File: src/rtl/obs_hang_pkg.sv
package obs_hang_pkg;

  localparam int OBS_W   = 32;
  localparam int NUM_SIG = 4;

  typedef enum logic [2:0] {
    CLS_NONE    = 3'b000,
    CLS_DFS     = 3'b001,
    CLS_RIFS    = 3'b010,
    CLS_RXCLR   = 3'b011,
    CLS_UNKNOWN = 3'b100
  } hangClass_e;

  // Strobes from control to datapath
  typedef struct packed {
    logic capture;    // latch reference, clear verdict
    logic endStable;  // window passed, register classification
    logic endAbort;   // word moved, register "no hang"
  } ctrlStrb_t;

  // Signature table, index 0 has highest priority
  localparam logic [OBS_W-1:0] SIG_MASK [NUM_SIG] = '{
    32'h7E000B00, 32'h7E000B00, 32'h7E000B00, 32'h7E7FFFEF
  };
  localparam logic [OBS_W-1:0] SIG_VAL [NUM_SIG] = '{
    32'h1E000000, 32'h52000B00, 32'h18000B00, 32'h00702400
  };
  localparam hangClass_e SIG_CLASS [NUM_SIG] = '{
    CLS_DFS, CLS_RIFS, CLS_RXCLR, CLS_RXCLR
  };

endpackage

File: src/rtl/obs_hang_ctrl.sv
module obs_hang_ctrl
  import obs_hang_pkg::*;
#(
  parameter int STABLE_READS = 50
) (
  input  logic      clk,
  input  logic      rstN,
  input  logic      start,
  input  logic      mismatch,
  output ctrlStrb_t strb
);

  localparam int CNT_W = $clog2(STABLE_READS + 1);
  localparam logic [CNT_W-1:0] LAST = CNT_W'(STABLE_READS - 1);

  typedef enum logic {ST_IDLE, ST_CHECK} state_e;

  state_e           state;
  logic [CNT_W-1:0] sampleCnt;

  always_comb begin
    strb = '0;
    case (state)
      ST_IDLE:  strb.capture = start;
      ST_CHECK: begin
        if (mismatch)                strb.endAbort  = 1'b1;
        else if (sampleCnt == LAST)  strb.endStable = 1'b1;
      end
      default: strb = '0;
    endcase
  end

  always_ff @(posedge clk or negedge rstN) begin
    if (!rstN) begin
      state     <= ST_IDLE;
      sampleCnt <= '0;
    end else begin
      case (state)
        ST_IDLE: begin
          sampleCnt <= '0;
          if (start) state <= ST_CHECK;
        end
        ST_CHECK: begin
          if (strb.endAbort || strb.endStable) begin
            state     <= ST_IDLE;
            sampleCnt <= '0;
          end else begin
            sampleCnt <= sampleCnt + 1'b1;
          end
        end
        default: state <= ST_IDLE;
      endcase
    end
  end

  AST_CNT_IN_WINDOW: assert property (@(posedge clk) disable iff (!rstN)
    sampleCnt <= LAST);

  AST_MOVE_ENDS_CHECK: assert property (@(posedge clk) disable iff (!rstN)
    (state == ST_CHECK && mismatch) |=> state == ST_IDLE);

  AST_BUSY_NO_RESTART: assert property (@(posedge clk) disable iff (!rstN)
    (state == ST_CHECK && start) |=> !strb.capture);

endmodule

File: src/rtl/obs_hang_dp.sv
module obs_hang_dp
  import obs_hang_pkg::*;
(
  input  logic             clk,
  input  logic             rstN,
  input  ctrlStrb_t        strb,
  input  logic [OBS_W-1:0] obsWord,
  output logic             mismatch,
  output logic             done,
  output logic             hangFlag,
  output hangClass_e       hangClass
);

  logic [OBS_W-1:0]   refQ;
  logic [NUM_SIG-1:0] hitVec;
  hangClass_e         matchCls;

  always_ff @(posedge clk or negedge rstN) begin
    if (!rstN)            refQ <= '0;
    else if (strb.capture) refQ <= obsWord;
  end

  assign mismatch = (obsWord != refQ);

  // One comparator per table entry
  for (genvar g = 0; g < NUM_SIG; g++) begin : gSig
    assign hitVec[g] = ((refQ & SIG_MASK[g]) == SIG_VAL[g]);
  end

  // Walk from lowest priority up so the lowest index wins
  always_comb begin
    matchCls = CLS_UNKNOWN;
    for (int i = NUM_SIG - 1; i >= 0; i--) begin
      if (hitVec[i]) matchCls = SIG_CLASS[i];
    end
  end

  always_ff @(posedge clk or negedge rstN) begin
    if (!rstN) begin
      done      <= 1'b0;
      hangFlag  <= 1'b0;
      hangClass <= CLS_NONE;
    end else begin
      done <= strb.endStable | strb.endAbort;
      if (strb.capture || strb.endAbort) begin
        hangFlag  <= 1'b0;
        hangClass <= CLS_NONE;
      end else if (strb.endStable) begin
        hangFlag  <= (matchCls != CLS_NONE);
        hangClass <= matchCls;
      end
    end
  end

  AST_ABORT_GIVES_NONE: assert property (@(posedge clk) disable iff (!rstN)
    strb.endAbort |=> (done && hangClass == CLS_NONE));

  AST_FLAG_TRACKS_CLASS: assert property (@(posedge clk) disable iff (!rstN)
    hangFlag == (hangClass != CLS_NONE));

  AST_DONE_ONE_CYCLE: assert property (@(posedge clk) disable iff (!rstN)
    done |=> !done);

  AST_VERDICT_HOLDS: assert property (@(posedge clk) disable iff (!rstN)
    !(strb.capture || strb.endStable || strb.endAbort) |=> $stable(hangClass));

endmodule

File: src/rtl/obs_hang_matcher.sv
module obs_hang_matcher
  import obs_hang_pkg::*;
#(
  parameter int STABLE_READS = 50
) (
  input  logic        clk,
  input  logic        rstN,
  input  logic        start,
  input  logic [31:0] obsWord,
  output logic        done,
  output logic        hangFlag,
  output logic [2:0]  hangClass
);

  ctrlStrb_t  strb;
  logic       mismatch;
  hangClass_e clsQ;

  obs_hang_ctrl #(.STABLE_READS(STABLE_READS)) u_ctrl (
    .clk      (clk),
    .rstN     (rstN),
    .start    (start),
    .mismatch (mismatch),
    .strb     (strb)
  );

  obs_hang_dp u_dp (
    .clk       (clk),
    .rstN      (rstN),
    .strb      (strb),
    .obsWord   (obsWord),
    .mismatch  (mismatch),
    .done      (done),
    .hangFlag  (hangFlag),
    .hangClass (clsQ)
  );

  assign hangClass = clsQ;

endmodule

File: config.mk
export PLATFORM = sky130hd
export DESIGN_NAME = obs_hang_matcher
export DESIGN_NICKNAME = d
export VERILOG_FILES = /design/src/rtl/obs_hang_pkg.sv /design/src/rtl/obs_hang_ctrl.sv /design/src/rtl/obs_hang_dp.sv /design/src/rtl/obs_hang_matcher.sv
export SDC_FILE = /design/constraint.sdc
export NUM_CORES = 1
export LEC_CHECK = 0
export BUFFER_PORTS_ARGS = -buffer_cell sky130_fd_sc_hd__buf_4
export CORE_MARGIN = 10
export CORE_UTILIZATION = 30
export CTS_CLUSTER_SIZE = 8
export DETAILED_ROUTE_END_ITERATION = 16
export HOLD_SLACK_MARGIN = 0.12
export PLACE_DENSITY = 0.52
export SLEW_MARGIN = 20
export SYNTH_ARGS = -nofsm -noshare
export SYNTH_HDL_FRONTEND = slang
export SYNTH_SLANG_ARGS = --single-unit
File: constraint.sdc
create_clock -name clk -period 3.2 [get_ports clk]
set_clock_uncertainty 0.1 [all_clocks]
set_input_delay 0.64 -clock clk [delete_from_list [all_inputs] [get_ports clk]]
set_output_delay 0.64 -clock clk [all_outputs]
set_load 0.05 [all_outputs]
## After elaboration in Yosys (flattened, before gate mapping)

Cells that the tools add are included.
W data, S select, Z words.

- Shift operators: 0
- Magnitude comparators: 0
- Reductions and logical operators: 4
- Multiplexer cells: 18
- Divide/modulo/power cells: 0
- $mul: 0
- Bitwise operators: 2
- Eq/ne operators: 6
- Add/subtract/negate cells: 1

Operators by type and width:

| cell | count |
|---|---|
| $ne A32 B32 Y1 | 1 |
| $eq A28 B22 Y1 const B | 1 |
| $eq A9 B7 Y1 const B | 2 |
| $mux W3 | 6 |
| $pmux W6 S2 | 1 |
| $eq A9 B9 Y1 const B | 1 |
| $mux W1 | 8 |
| $add A6 B1 Y6 const B | 1 |
| $eq A6 B6 Y1 const B | 1 |
| $mux W6 | 1 |
| $reduce_bool A3 Y1 | 1 |
| $logic_or A1 B1 Y1 | 2 |
| $mux W2 | 1 |
| $pmux W1 S2 | 1 |
| $reduce_bool A2 Y1 | 1 |
| $not A1 Y1 | 1 |
| $or A1 B1 Y1 | 1 |

- Bits in registers: 44
- Bits in latches: 0
- RAM bits: 0
- Bits in read-only memories: 0
- Output and inout port bits: 5
- Memories kept: 0
- Input port bits: 35
- Word-level logic and storage cells: 37

## Longest topological paths before layout

Gate-level depths: netlist of the first run.

- Depth after elaboration: 8
- Gate-level depth with buffers: 8
- Depth with buffers taken out: 7

## Hierarchy

From an unflattened synthesis of the first run, not the netlist that was laid out.

- Cells, all modules: 185
- Area, all modules: 2227.1 µm²

Modules (own cells, without submodules):

| module | sequential area each (µm²) | area an instance (µm²) | instances | cells an instance |
|---|---|---|---|---|
| obs_hang_dp | 925.9 | 1864.3 | 1 | 148 |
| obs_hang_ctrl | 175.2 | 362.8 | 1 | 37 |

## Worst setup path before layout of the first run

Ideal clock, no wire load.

- Path type: input to register
- Start: input obsWord[21]
- End: register u_dp.hangClass[2]
- Data arrival time: 1.998 ns
- Setup time: 0.101 ns
- Cell stages on the path: 7
- Required time: 2.999 ns
- Buffers on the path: 1
- Path slack: 1.001 ns
- Path through: xor2_1 -> nor4_1 -> nand4_1 -> or4_1 -> buf_2 -> o21a_1 -> o32ai_1

- Cells in the longest elaborated chain, start to end: 5
- Elaborated cells between the ends (all ways): 7
- Classes of those cells: 1 x eq/ne; 4 x mux; 2 x reduce/logical

Ends and longest elaborated chain:

| item | RTL line | text |
|---|---|---|
| start: declaration | obs_hang_matcher.sv:9 | `input logic [31:0] obsWord,` |
| $ne A32 B32 Y1 * | obs_hang_dp.sv:23 | `assign mismatch = (obsWord != refQ);` |
| $mux W1 | obs_hang_ctrl.sv:26 | `if (mismatch) strb.endAbort = 1'b1;` |
| $mux W2 * | obs_hang_ctrl.sv:23 | `case (state)` |
| $logic_or A1 B1 Y1 | obs_hang_dp.sv:45 | `if (strb.capture \|\| strb.endAbort) begin` |
| $mux W3 / $reduce_bool A2 Y1 (equally long branches) | -- |  |
| end signal: assignment | obs_hang_dp.sv:50 | `hangClass <= matchCls;` |
| end: declaration | obs_hang_dp.sv:11 | `output hangClass_e hangClass` |

Mark *: on every way between the ends. The rest lies on a longest branch, timed or not.
A chain may end at the register's enable or synchronous reset.

## Worst setup path in the final report of the first run

- Start: input obsWord[23]
- End: register u_dp.hangClass[2]

Same word-level chain as after synthesis.

==> results of run 1 <==
==> Yosys cell counts, drive strengths merged <==
cell	instances	share of area, %
xor2	34	14
buf	2	0.46
o41ai	1	0.40
nand4	2	0.57
nor4b	2	0.80
nor2b	1	0.29
nor2	10	1.7
nor4	11	3.7
o32ai	1	0.40
nor4bb	2	0.91
mux2	32	16
nand3	5	1.1
o31ai	1	0.34
or4	3	1.0
o21a	2	0.68
a21oi	2	0.46
ha	2	1.1
nand2b	1	0.29
o22ai	1	0.29
and3b	1	0.40
nand2	8	1.4
dfrtp	44	50
xnor2	2	0.80
nand4b	1	0.40
o221a	2	1.0
inv	2	0.34
or3	1	0.29
clkbuf	4	0.68
==> flip-flops by register name, indices dropped and copies added (netlist names) <==
register,count
u_ctrl.sampleCnt,6
u_ctrl.state,1
u_dp.done,1
u_dp.hangClass,3
u_dp.hangFlag,1
u_dp.refQ,32
==> how the worst max path moves through the flow <==
stage          slack [ps]  cells past startpoint                      start                             to
2_1_floorplan        1000                      7                obsWord[21]  u_dp.hangClass[2]$_DFFE_PN0P_
3_3_place_gp          480                      7                obsWord[23]  u_dp.hangClass[2]$_DFFE_PN0P_
6_report              780                      7                obsWord[23]  u_dp.hangClass[2]$_DFFE_PN0P_
5_1_grt               630                      6  u_dp.refQ[30]$_DFFE_PN0P_  u_dp.hangClass[2]$_DFFE_PN0P_
4_1_cts               760                      6  u_dp.refQ[30]$_DFFE_PN0P_  u_dp.hangClass[2]$_DFFE_PN0P_
3_5_place_dp          470                      7                obsWord[23]  u_dp.hangClass[2]$_DFFE_PN0P_
==> worst max-delay path, cell delays in order <==
cell and delay, ps:
buf_4 120, xor2_1 130, nor4_1 440, nand4_1 220
or4_1 680, o21a_1 170, o32ai_1 110
==> through the flow <==
step / util [%] / cells / power (mW) / hold slack, ps
final: 37.5 / 321 / 1.26 / 238
after global routing: 37.5 / 321 / 1.34 / 283
after CTS: 37.5 / 321 / 1.28 / 258
after detailed placement: 36.2 / 313 / 0.922 / 385
after global placement: 36.2 / 313 / 0.920 / 397
after floorplan: - / 180 / 0.827 / 244
==> layout make-up <==
type                            count  area, um2
Clock buffer                        8       90.1
Fill cell                         728       4490
Inverter                            2       7.51
Multi-Input combinational cell    128       1060
Sequential cell                    44       1100
Tap cell                           99        124
Timing Repair Buffer               40        300
==> per-layer routing <==
metal	global-route usage (%)	wire [um]	vias up
met1	11.8	2220	726
met5	0	0	-
li1	-	-	726
met3	3.17	274	8
met2	13.9	2240	36
met4	3.48	84	0
==> cell families (layout without fill, tap and decap cells) <==
| group | Yosys count | after routing | share of synthesized area (%) |
|---|---|---|---|
| flip-flops | 44 | 44 | 50.1 |
| AND/OR/NAND/NOR | 48 | 48 | 12.9 |
| XOR/XNOR | 36 | 36 | 14.4 |
| AO/OA/AOI/OAI | 10 | 10 | 3.59 |
| adder cells (fa/ha/maj) | 2 | 2 | 1.14 |
| buffers and inverters | 8 | 50 | 1.48 |
| multiplexers | 32 | 32 | 16.4 |
==> power breakdown <==
part / leakage (nW) / internal [mW] / switching, mW
combinational: 0.559 / 0.129 / 0.0905
clock: 0.0455 / 0.176 / 0.178
sequential: 0.539 / 0.618 / 0.0680
==> flow_metrics.py, run 1 <==
metrics = {
    "outcome": {
        "outcome": "completed",
    },
    "logic_synthesis": {
        "syn_area_um2": 2200,
        "syn-num-nets": 217,
        "synth_seq_cells": 44,
        "ys_warn_count": 0,
        "synthCells": 180,
        "avgSynthCellArea_um2": 12.2,
        "seq_area_frac_synth_pct": 50.1,
        "yosysUniqueCellTypes": 29,
    },
    "drt": {
        "vias": 1496,
        "drt-pass1-iter-count": 4,
        "wl_per_cell_um": 15.0,
        "drtIter0Drc": 57,
        "viasPerCell": 4.66,
        "drt_wl_total_um": 4820,
        "ant_nets": 0,
        "drc_errors": 0,
    },
    "placed_design": {
        "globalplace.congestion": 0.755,
        "place_ws_ps": 472,
        "place_area_um2": 2600,
        "hpwlAfterDp_um": 3740,
        "port_buffers": 39,
    },
    "clock_network": {
        "cts_sinks": 44,
        "htreeDepth": 2,
        "root_buffer": "clkbuf_8",
        "cts_hold_buf": 0,
        "cts.clk_slew.worst_paths_ps": 70,
        "cts_setup_buffers": 0,
        "insertion_delay_ps": 290,
        "numCtsBuffers": 5,
        "cts.path.max_buffers": 2,
        "cts_tree": "done",
        "ctsResizeCount": 0,
    },
    "floorplanning": {
        "die_w_um": 106,
        "rows": 31,
        "start_util_pct": 30.6,
        "die_h_um": 106,
        "die_area_um2": 11100,
        "ios": 40,
        "core_area_um2": 7180,
    },
    "sta": {
        "fmax_mhz": 414,
        "rsz0062_at_grt": "no",
        "post-route-period-util_pct": 75.6,
        "hold_viol_final": 0,
        "finalCriticalPeriod_ps": 2420,
        "slew_headroom_pct": 55.7,
        "setup_tns_ps": 0,
        "worstMarginPinSlew_ps": 656,
        "slew_viol_final": 0,
        "fin_ws_ps": 782,
        "finalSetupViolCount": 0,
    },
    "cells_and_area": {
        "layout_commonest_cell": "dfrtp_1",
        "fin_nets": 258,
        "antenna_cells": 0,
        "final_cell_area_um2": 2690,
        "drive_gt1_share_pct": 37.4,
        "layout_common_cells": "dfrtp_1, buf_4, xor2_1",
        "area_delta_synth_final_pct": 22.4,
    },
    "grt": {
        "grt-ovfl-total": 0,
        "grtUsageTotal_pct": 9.17,
        "grt_max_degree": 45,
        "antenna_found_initial": 0,
        "grt_pass1_vias": 1615,
        "grt_pass1_wl_um": 8340,
    },
    "worst_setup_path": {
        "end_kind": "flop",
        "r2r_cells": 6,
        "crit_type": "primary input to flop",
        "critPathRequiredTime_ps": 3300,
        "cp_data_arrival_time_ps": 2510,
        "critPathLaunchType": "primary input",
        "r2r_slack_ps": 790,
        "critical_path_peak_fanout": 8,
        "reg2reg_to": "u_dp.hangClass[2]$_DFFE_PN0P_",
        "r2r_start": "u_dp.refQ[30]$_DFFE_PN0P_",
    },
    "power_and_ir_drop": {
        "irDropWorstVdd_mv": 0.223,
        "p_leak_nw": 1.14,
        "power_density_nw_per_um2": 469,
    },
    "run": {
        "drv_cap": 0,
    },
    "hold_path": {
        "hp-class": "primary input to async pin",
    },
}
No activity file was read; power rests on OpenSTA's default activity.
==> run 2, diff against run 1 <==
--- a/config.mk
+++ b/config.mk
@@ -11,7 +11,7 @@
 export CTS_CLUSTER_SIZE = 8
 export DETAILED_ROUTE_END_ITERATION = 16
 export HOLD_SLACK_MARGIN = 0.12
-export PLACE_DENSITY = 0.52
+export PLACE_DENSITY = 0.54
 export SLEW_MARGIN = 20
 export SYNTH_ARGS = -nofsm -noshare
 export SYNTH_HDL_FRONTEND = slang
==> constraint.sdc (replaced) <==
create_clock -name clk -period 1.95 [get_ports clk]
set_clock_uncertainty 0.1 [all_clocks]
set_input_delay 0.39 -clock clk [delete_from_list [all_inputs] [get_ports clk]]
set_output_delay 0.39 -clock clk [all_outputs]
set_load 0.05 [all_outputs]
==> run 2 against run 1 <==
  * The run now ends with setup timing left
  * First-iteration DRC count decreased by 28%
  * Critical path type is now flop to flop
  * Clock-buffer cell count decreased by 2
  * Largest cell class is now multi-input combinational cells
  * Critical endpoint is now u_ctrl.sampleCnt[0]$_DFF_PN0_
  * Combinational power increased by 140%
  * Core utilization increased by 4.4 points
  * Final area increased by 12%
  * Setup slack got worse by 920 ps
  * Via count increased by 7.1%
  * Power increased by 76%
==> flow_metrics.py, run 2 (synthesis results as in run 1) <==
metrics = {
    "sta": {
        "slew_viol_final": 0,
        "post-route-period-util_pct": 107,
        "fin_ws_ps": -139,
        "rsz0062_at_grt": "yes",
        "finalCriticalPeriod_ps": 2090,
        "slew_headroom_pct": 61.9,
        "worstMarginPinSlew_ps": 571,
        "finalSetupViolCount": 11,
        "hold_viol_final": 0,
        "fmax_mhz": 479,
    },
    "clock_network": {
        "numCtsBuffers": 5,
        "root_buffer": "clkbuf_8",
        "cts_setup_buffers": 0,
        "insertion_delay_ps": 300,
        "cts_sinks": 44,
        "cts.clk_slew.worst_paths_ps": 90,
        "htreeDepth": 2,
        "cts.path.max_buffers": 2,
        "cts_tree": "done",
    },
    "cells_and_area": {
        "area_delta_synth_final_pct": 36.8,
        "largest_register_ffs": 32,
        "drive_gt1_share_pct": 49.6,
        "regMostFlops": "u_dp.refQ",
        "final_cell_area_um2": 3000,
        "reg_top3": "u_dp.refQ (32), u_ctrl.sampleCnt (6), u_dp.hangClass (3)",
        "fin_nets": 292,
        "layout_common_cells": "buf_4, dfrtp_1, xor2_1",
        "antenna_cells": 0,
        "layout_commonest_cell": "buf_4",
        "final_cells": 355,
        "post-route-util_pct": 41.9,
    },
    "worst_setup_path": {
        "critPathLaunchType": "flop",
        "critical_path_peak_fanout": 7,
        "crit_type": "flop to flop",
        "critPathRequiredTime_ps": 2080,
        "end_kind": "flop",
        "cp_data_arrival_time_ps": 2220,
    },
    "grt": {
        "grt-ovfl-total": 0,
        "antenna_found_initial": 0,
        "grtUsageTotal_pct": 9.55,
        "grt_pass1_vias": 1739,
        "grt_max_degree": 45,
        "grt_pass1_wl_um": 8570,
    },
    "floorplanning": {
        "die_h_um": 106,
        "die_w_um": 106,
        "rows": 31,
        "die_area_um2": 11100,
        "core_area_um2": 7180,
        "start_util_pct": 30.6,
        "ios": 40,
    },
    "placed_design": {
        "place_ws_ps": -317,
        "globalplace.congestion": 0.712,
        "post-place-cells": 346,
        "hpwlAfterDp_um": 4010,
        "place_area_um2": 2850,
        "port_buffers": 39,
    },
    "drt": {
        "viasPerCell": 4.51,
        "drc_errors": 0,
        "wl_per_cell_um": 14.5,
        "ant_nets": 0,
        "drt-pass1-iter-count": 4,
        "drt_wl_total_um": 5150,
        "vias": 1602,
        "drtIter0Drc": 41,
    },
    "hold_path": {
        "hp-class": "primary input to flop",
    },
    "outcome": {
        "violations": "setup timing",
        "outcome": "finished with violations",
    },
    "run": {
        "drv_cap": 0,
    },
    "power_and_ir_drop": {
        "power_density_nw_per_um2": 737,
        "irDropWorstVdd_mv": 0.241,
        "p_leak_nw": 1.32,
    },
}
[run 2: cell count changes in the layout (fill, tap and decap cells not counted), sizes merged]
cell         previous run  this run
buf                    40        73
clkbuf                  8         6
clkinv                  0         2
dlygate4sd3             0         1
[run 2: worst max-delay path: stages, from the launching register on]
cell and delay (ps):
dfrtp_1 400, xor2_1 170, nor4_1 280, buf_4 160, nand4_1 150, or4_4 530
buf_6 150, nor2_1 90
[run 2: repair_timing]
action,4_1_cts,5_1_grt
hold buffers,1,0
pin swaps,2,4
resized for setup,5,6
endpoints found under the setup margin,11,12
hold endpoints to repair,44,0
[run 2: worst paths after layout]
kind,from,endpoint,slack (ps),cells after the start
setup / recovery,u_dp.refQ[21]$_DFFE_PN0P_,u_ctrl.sampleCnt[0]$_DFF_PN0_,-140,7
min in group asynchronous,rstN,u_dp.refQ[4]$_DFFE_PN0P_,530,2
hold / removal,obsWord[22],u_dp.refQ[22]$_DFFE_PN0P_,240,2
max in group asynchronous,rstN,u_dp.refQ[10]$_DFFE_PN0P_,830,2
setup reg to reg,u_dp.refQ[21]$_DFFE_PN0P_,u_ctrl.sampleCnt[0]$_DFF_PN0_,-140,7
hold reg to reg,u_dp.hangFlag$_DFFE_PN0P_,u_dp.hangFlag$_DFFE_PN0P_,420,1
[run 2: layout make-up]
class,instances,area (um2)
Fill cell,711,4170
Multi-Input combinational cell,128,1120
Sequential cell,44,1100
Timing Repair Buffer,74,562
Tap cell,99,124
Clock buffer,6,82.6
Clock inverter,2,10.0
Inverter,2,7.51
[run 2: power breakdown]
group	internal (mW)	switching (mW)	total, mW
Combinational	0.308	0.216	0.524
Clock	0.283	0.316	0.599
Sequential	1.01	0.0779	1.09
Total	1.61	0.610	2.22
[run 2: through the flow]
stage / power [mW] / TNS, ps / hold slack [ps]
3_3_place_gp: 1.62 / -3040 / 334
6_report: 2.22 / -1300 / 236
3_5_place_dp: 1.63 / -3210 / 337
4_1_cts: 2.25 / -1460 / 228
2_1_floorplan: 1.36 / -1.90 / -5.59
5_1_grt: 2.35 / -2980 / 226
[run 2: routing by layer]
metal | vias up | wire, um | part of all wire [%] | track usage [%]
met1 | 773 | 2360 | 46 | 11.8
met5 | - | 0 | 0 | 0
met3 | 7 | 301 | 5.8 | 3.59
met2 | 30 | 2420 | 47 | 15.2
li1 | 792 | - | - | -
met4 | 0 | 62 | 1.2 | 2.90
==> run 3, diff against run 2 <==
--- a/config.mk
+++ b/config.mk
@@ -16,3 +16,4 @@
 export SYNTH_ARGS = -nofsm -noshare
 export SYNTH_HDL_FRONTEND = slang
 export SYNTH_SLANG_ARGS = --single-unit
+export TNS_END_PERCENT = 10
==> run 3 against run 2 <==
  * The flow still finishes with violations (setup timing)
  * Fmax hardly changed
  * Sequential cell count unchanged
  * Worst hold slack better by 1.5 ps
  * Clock-buffer cell count did not move
  * Clock power about the same
  * Wire length is 0.33% lower
  * First-iteration DRC count is 27% lower
  * Setup slack better by 1.7 ps
  * Largest cell class is now registers
==> flow_metrics.py, run 3 (synthesis results as in run 1) <==
metrics = {
    "clock_network": {
        "cts_tree": "done",
        "htreeDepth": 2,
        "cts.clk_slew.worst_paths_ps": 80,
        "cts_sinks": 44,
        "numCtsBuffers": 5,
        "cts.path.max_buffers": 2,
        "insertion_delay_ps": 290,
        "cts_setup_buffers": 0,
        "root_buffer": "clkbuf_8",
    },
    "placed_design": {
        "globalplace.congestion": 0.712,
        "port_buffers": 39,
        "hpwlAfterDp_um": 4010,
        "place_ws_ps": -317,
    },
    "drt": {
        "viasPerCell": 4.51,
        "drt-pass1-iter-count": 4,
        "drt_wl_total_um": 5130,
        "drtIter0Drc": 30,
        "ant_nets": 0,
        "vias": 1602,
        "drc_errors": 0,
        "wl_per_cell_um": 14.5,
    },
    "floorplanning": {
        "rows": 31,
        "ios": 40,
        "die_h_um": 106,
        "die_w_um": 106,
        "die_area_um2": 11100,
        "start_util_pct": 30.6,
        "core_area_um2": 7180,
    },
    "worst_setup_path": {
        "cp_data_arrival_time_ps": 2220,
        "crit_type": "flop to flop",
        "critPathLaunchType": "flop",
        "critical_path_peak_fanout": 7,
        "end_kind": "flop",
        "critPathRequiredTime_ps": 2090,
    },
    "cells_and_area": {
        "reg_top3": "u_dp.refQ (32), u_ctrl.sampleCnt (6), u_dp.hangClass (3)",
        "drive_gt1_share_pct": 48.8,
        "post-route-util_pct": 41.6,
        "layout_commonest_cell": "buf_4",
        "area_delta_synth_final_pct": 36.1,
        "largest_register_ffs": 32,
        "layout_common_cells": "buf_4, dfrtp_1, xor2_1",
        "fin_nets": 292,
        "regMostFlops": "u_dp.refQ",
        "antenna_cells": 0,
    },
    "grt": {
        "grtUsageTotal_pct": 9.54,
        "grt-ovfl-total": 0,
        "antenna_found_initial": 0,
        "grt_pass1_vias": 1737,
        "grt_max_degree": 45,
        "grt_pass1_wl_um": 8560,
    },
    "outcome": {
        "violations": "setup timing",
        "outcome": "finished with violations",
    },
    "sta": {
        "slew_viol_final": 0,
        "post-route-period-util_pct": 107,
        "finalCriticalPeriod_ps": 2090,
        "hold_ws_ps": 237,
        "finalSetupViolCount": 11,
        "slew_headroom_pct": 61.8,
        "fin_ws_ps": -137,
        "fmax_mhz": 479,
        "worstMarginPinSlew_ps": 573,
        "setup_tns_ps": -1270,
        "hold_viol_final": 0,
        "rsz0062_at_grt": "yes",
    },
    "power_and_ir_drop": {
        "irDropWorstVdd_mv": 0.241,
        "design_power_total_mw": 2.21,
        "p_leak_nw": 1.32,
        "power_density_nw_per_um2": 739,
    },
    "run": {
        "drv_cap": 0,
    },
    "hold_path": {
        "hp-class": "primary input to flop",
    },
}
run 3: worst max-delay path, stage by stage, from the launching register on:
cell and delay (ps):
dfrtp_1 400, xor2_1 170, nor4_1 280, buf_4 160, nand4_1 150, or4_4 540, buf_6 150, nor2_2 90
run 3: layout make-up:
class,instances,area [um2]
Fill cell,711,4190
Sequential cell,44,1100
Multi-Input combinational cell,128,1100
Timing Repair Buffer,74,562
Tap cell,99,124
Clock buffer,6,82.6
Clock inverter,2,10.0
Inverter,2,7.51
run 3: path summary, 6_finish.rpt:
| path | startpoint | end | slack, ps | cells past startpoint |
|---|---|---|---|---|
| hold reg to reg | u_dp.hangFlag$_DFFE_PN0P_ | u_dp.hangFlag$_DFFE_PN0P_ | 400 | 1 |
| setup reg to reg | u_dp.refQ[21]$_DFFE_PN0P_ | u_ctrl.sampleCnt[5]$_DFF_PN0_ | -140 | 7 |
| min in group asynchronous | rstN | u_dp.refQ[4]$_DFFE_PN0P_ | 530 | 2 |
| max in group asynchronous | rstN | u_dp.refQ[29]$_DFFE_PN0P_ | 830 | 2 |
| hold / removal | obsWord[22] | u_dp.refQ[22]$_DFFE_PN0P_ | 240 | 2 |
| setup / recovery | u_dp.refQ[21]$_DFFE_PN0P_ | u_ctrl.sampleCnt[5]$_DFF_PN0_ | -140 | 7 |
run 3: what timing repair did:
item | in CTS | in global routing
hold endpoints to repair | 44 | 0
resized for setup | 4 | 4
endpoints found under the setup margin | 11 | 12
hold buffers | 1 | 0
pin swaps | 1 | 1
cloned | 0 | 0
run 3: power breakdown:
group / internal (mW) / total, mW / switching [mW]
Clock: 0.283 / 0.597 / 0.314
Sequential: 1.01 / 1.09 / 0.0778
Combinational: 0.306 / 0.518 / 0.212
Total: 1.60 / 2.21 / 0.604
run 3: layer usage:
layer	wire length, um	up-vias	GRT usage (%)
li1	-	794	-
met1	2380	775	11.8
met2	2420	26	15.1
met3	273	7	3.59
met4	62	0	2.90
met5	0	-	0
run 3: metrics by stage:
| stage | cells | cell area [um2] |
|---|---|---|
| floorplan | 180 | 2200 |
| global placement | 346 | 2850 |
| detailed placement | 346 | 2850 |
| CTS | 355 | 2970 |
| global route | 355 | 2990 |
| finish | 355 | 2990 |
